===== config.mk =====
export PLATFORM = sky130hd
export DESIGN_NAME = prog_delay_line
export DESIGN_NICKNAME = d
export VERILOG_FILES = /design/src/rtl/prog_delay_line.sv
export SDC_FILE = /design/constraint.sdc
export NUM_CORES = 1
export LEC_CHECK = 0
export BUFFER_PORTS_ARGS = -buffer_cell sky130_fd_sc_hd__buf_2
export CORE_ASPECT_RATIO = 1.25
export CORE_UTILIZATION = 37
export CTS_CLUSTER_DIAMETER = 30
export CTS_CLUSTER_SIZE = 16
export DETAILED_ROUTE_END_ITERATION = 10
export PLACE_DENSITY = 0.59
export SYNTH_ARGS = -nofsm -noshare
export SYNTH_HDL_FRONTEND = slang
export SYNTH_SLANG_ARGS = --single-unit

===== constraint.sdc =====
create_clock -name clk -period 2.3 [get_ports clk]
set_input_delay 0.115 -clock clk [delete_from_list [all_inputs] [get_ports clk]]
set_output_delay 0.115 -clock clk [all_outputs]
set_load 0.01 [all_outputs]

===== src/rtl/prog_delay_line.sv =====
module prog_delay_line #(
  parameter int CODE_W = 7
) (
  input  logic              clk,
  input  logic              rst,
  input  logic              en,
  input  logic              din,
  input  logic [CODE_W:0]   code_in,
  input  logic              hold,
  input  logic              force_min,
  input  logic              force_max,
  output logic              dout,
  output logic              casc,
  output logic              casc_n
);
  localparam int DEPTH = 1 << CODE_W;

  logic [CODE_W:0]    held;
  logic [CODE_W-1:0]  eff;
  logic [DEPTH-2:0]   line;
  logic [DEPTH-1:0]   taps;

  always_ff @(posedge clk) begin
    if (rst) begin
      held   <= '0;
      casc_n <= 1'b0;
    end else if (!hold) begin
      held   <= code_in;
      casc_n <= ~code_in[CODE_W];
    end
  end

  assign casc = held[CODE_W];
  assign eff  = force_min ? '0 : (force_max ? '1 : held[CODE_W-1:0]);
  assign taps = {line, din};

  always_ff @(posedge clk) begin
    if (rst) begin
      line <= '0;
      dout <= 1'b0;
    end else if (en) begin
      line <= taps[DEPTH-2:0];
      dout <= taps[eff];
    end
  end
endmodule


==> qor.yml <==
fin_tns_setup_ns: 0
num_antenna_cells: 0
initial_core_util: 0.3773
crit_required_ns: 2.60
dieArea_sq_um: 17710
io_pins: 18
tightest_slew_ns: 0.8037
ys_ff_latch: 137
drt_iter0_drc: 431
yosys_warnings: 0
crit_fanout: 15
hp-class: "input port to register"
synthTopCellsByCount: "163 x nor2_1, 140 x mux2i_1, 137 x dfxtp_1"
start_kind: "register"
yosysSeqAreaShare: 0.4316
drt-total-wl_mm: 16.00
htree_levels: 4
cp.arrival_ns: 2.51
yosysMostFrequentCell: "nor2_1"
drc: 0
ys_types: 54
clkLatencyLatePin_ns: 0.41
die_w_um: 119.2
viasPerCell: 5.403
dp_hpwl_mm: 10.85
layout-drive-gt1-share: 0.1406
antenna_found_initial: 0
synth_edf_count: 0
fin_crit_ns: 2.212
syn_inst: 705
setup-violations-final: 0
finalMaxSlewViolations: 0
p_per_area_nw_per_um2: 762.1
rsz0062_at_grt: "false"
cts_buffer_depth: 2
vias: 5225
clkTransAtPathRegs_ns: 0.06
maxCapViolCount: 0
finalCritPeriodShare: 0.9616
worstSetupPathType: "register to register"
ir_worst_vdd_uv: 439.0
leakagePower_nw: 3.122
portBuffers: 17
rows: 53
numCtsBuffers: 17
post_drt_wl_per_cell_um: 16.55
synth_top_cell_by_area: "dfxtp_1"
final_antenna_net_count: 0
dr.pass1.iters: 5
synthTopCellsByArea: "dfxtp_1 43%, mux2i_1 22%, nor2_1 9.6%"
cts_root_buffer: "clkbuf_16"
area_growth_pct: 17.01
placedCellCount: 923
coreArea_sq_um: 16840
cts_tree: "built"
synth_top_area_share: 0.4316
gr-total-overflow: 0
ys.flop_type: "dfxtp_1"
fin_nets: 750
total_power_mw: 5.667
fmax_mhz: 452.2
clkSinkCount: 137
relSlewSlack: 0.4642
netlist_area_sq_um: 6355
die_h_um: 148.5
syn_area_per_cell_sq_um: 9.014
syn_nets: 720
synthArstFlopShare: 0
whs_ns: 0.1550
grt_pass1_wl_mm: 26.24
final-hold-violation-count: 0
grt_pass1_vias: 5112
finClkSkew_ns: 0.004749
instances_no_fill: 967
gp_congestion: 0.8975
fin_util: 0.4415
worstSetupEndpointType: "register"
status: "finished clean"
track_usage: 0.1877
grt_max_degree: 67
## critical path, stage by stage, from the launching register on
cell and delay (ns):
dfxtp_1 0.45, o21ba_4 0.34, a21oi_1 0.11, a2111oi_0 0.52
a41o_1 0.15, a32o_1 0.16, nor3_1 0.05, o41ai_1 0.32
## worst paths after layout
path / start / to / slack, ns / cells past startpoint
setup / recovery: held[2] / dout / 0.09 / 7
hold / removal: hold / casc_n / 0.15 / 3
setup reg to reg: held[2] / dout / 0.09 / 7
hold reg to reg: casc_n / casc_n / 0.48 / 2
## logic make-up after synthesis
family | count (synthesis) | synth area share
AND/OR/NAND/NOR | 280 | 0.1888
flip-flops | 137 | 0.4316
multiplexers | 142 | 0.2258
buffers and inverters | 61 | 0.05060
AO/OA/AOI/OAI | 85 | 0.1032
## metrics by stage
stage          area [sq um]  setup slack (ns)
3_5_place_dp           6723          -0.05112
3_3_place_gp           6723            0.1041
4_1_cts                7433           0.02534
6_report               7436           0.08840
5_1_grt                7436          0.002379
2_1_floorplan          6355            0.4350
## flip-flops by register name, indices dropped and copies added, names as in the netlist
name    flops
casc_n      1
line      127
held        8
dout        1
## per-layer routing
layer	part of all wire	GRT usage	vias up
met5	0	0	-
met4	0.024	0.07658	0
met3	0.042	0.03336	28
met2	0.51	0.3375	158
met1	0.43	0.2183	2507
li1	-	-	2532
## area by class of cell
type	count	area [sq um]
clock inverter	8	120.1
tap	220	275.3
clock buffer	23	467.9
timing repair buffer	70	526.8
sequential	137	2744
multi-input combinational	507	3294
fill	1620	9408
inverter	2	7.507
## power breakdown
group,total [mW],internal [mW],switching [mW]
registers,2.40,2.39,0.0161
clock network,2.73,1.75,0.979
logic,0.533,0.215,0.318
total,5.67,4.35,1.31
## what timing repair did
action                                  in CTS  in global routing
endpoints found under the setup margin       1                  1
endpoints found under the hold margin        9                  0
resized for setup                            2                  2
hold buffers                                 9                  0
setup buffers                                4                  0
pin swaps                                    1                  1
## cells in the final DEF (no fill, tap or decap), types with 3 or more instances in the layout
master         instances
a21oi_1               19
clkinv_2               3
a31oi_1                4
a211oi_1               5
nand4_1                3
o21ai_0                4
nor2_1               163
a2111oi_0              3
o31ai_1                3
a221oi_1               5
mux2i_1              140
dfxtp_1              136
a311oi_1               4
o21bai_2               3
or3_1                  5
o21ai_1                5
dlygate4sd3_1          9
nand3_1               17
o221ai_1               3
clkbuf_16             17
nor3_1                20
bufinv_16              3
nor4_1                 3
clkbuf_1               4
buf_2                 15
o311ai_1               8
nand2_1               50
buf_4                 44
nand2b_1               4
Note: power is estimated with default switching activity, not from simulation.
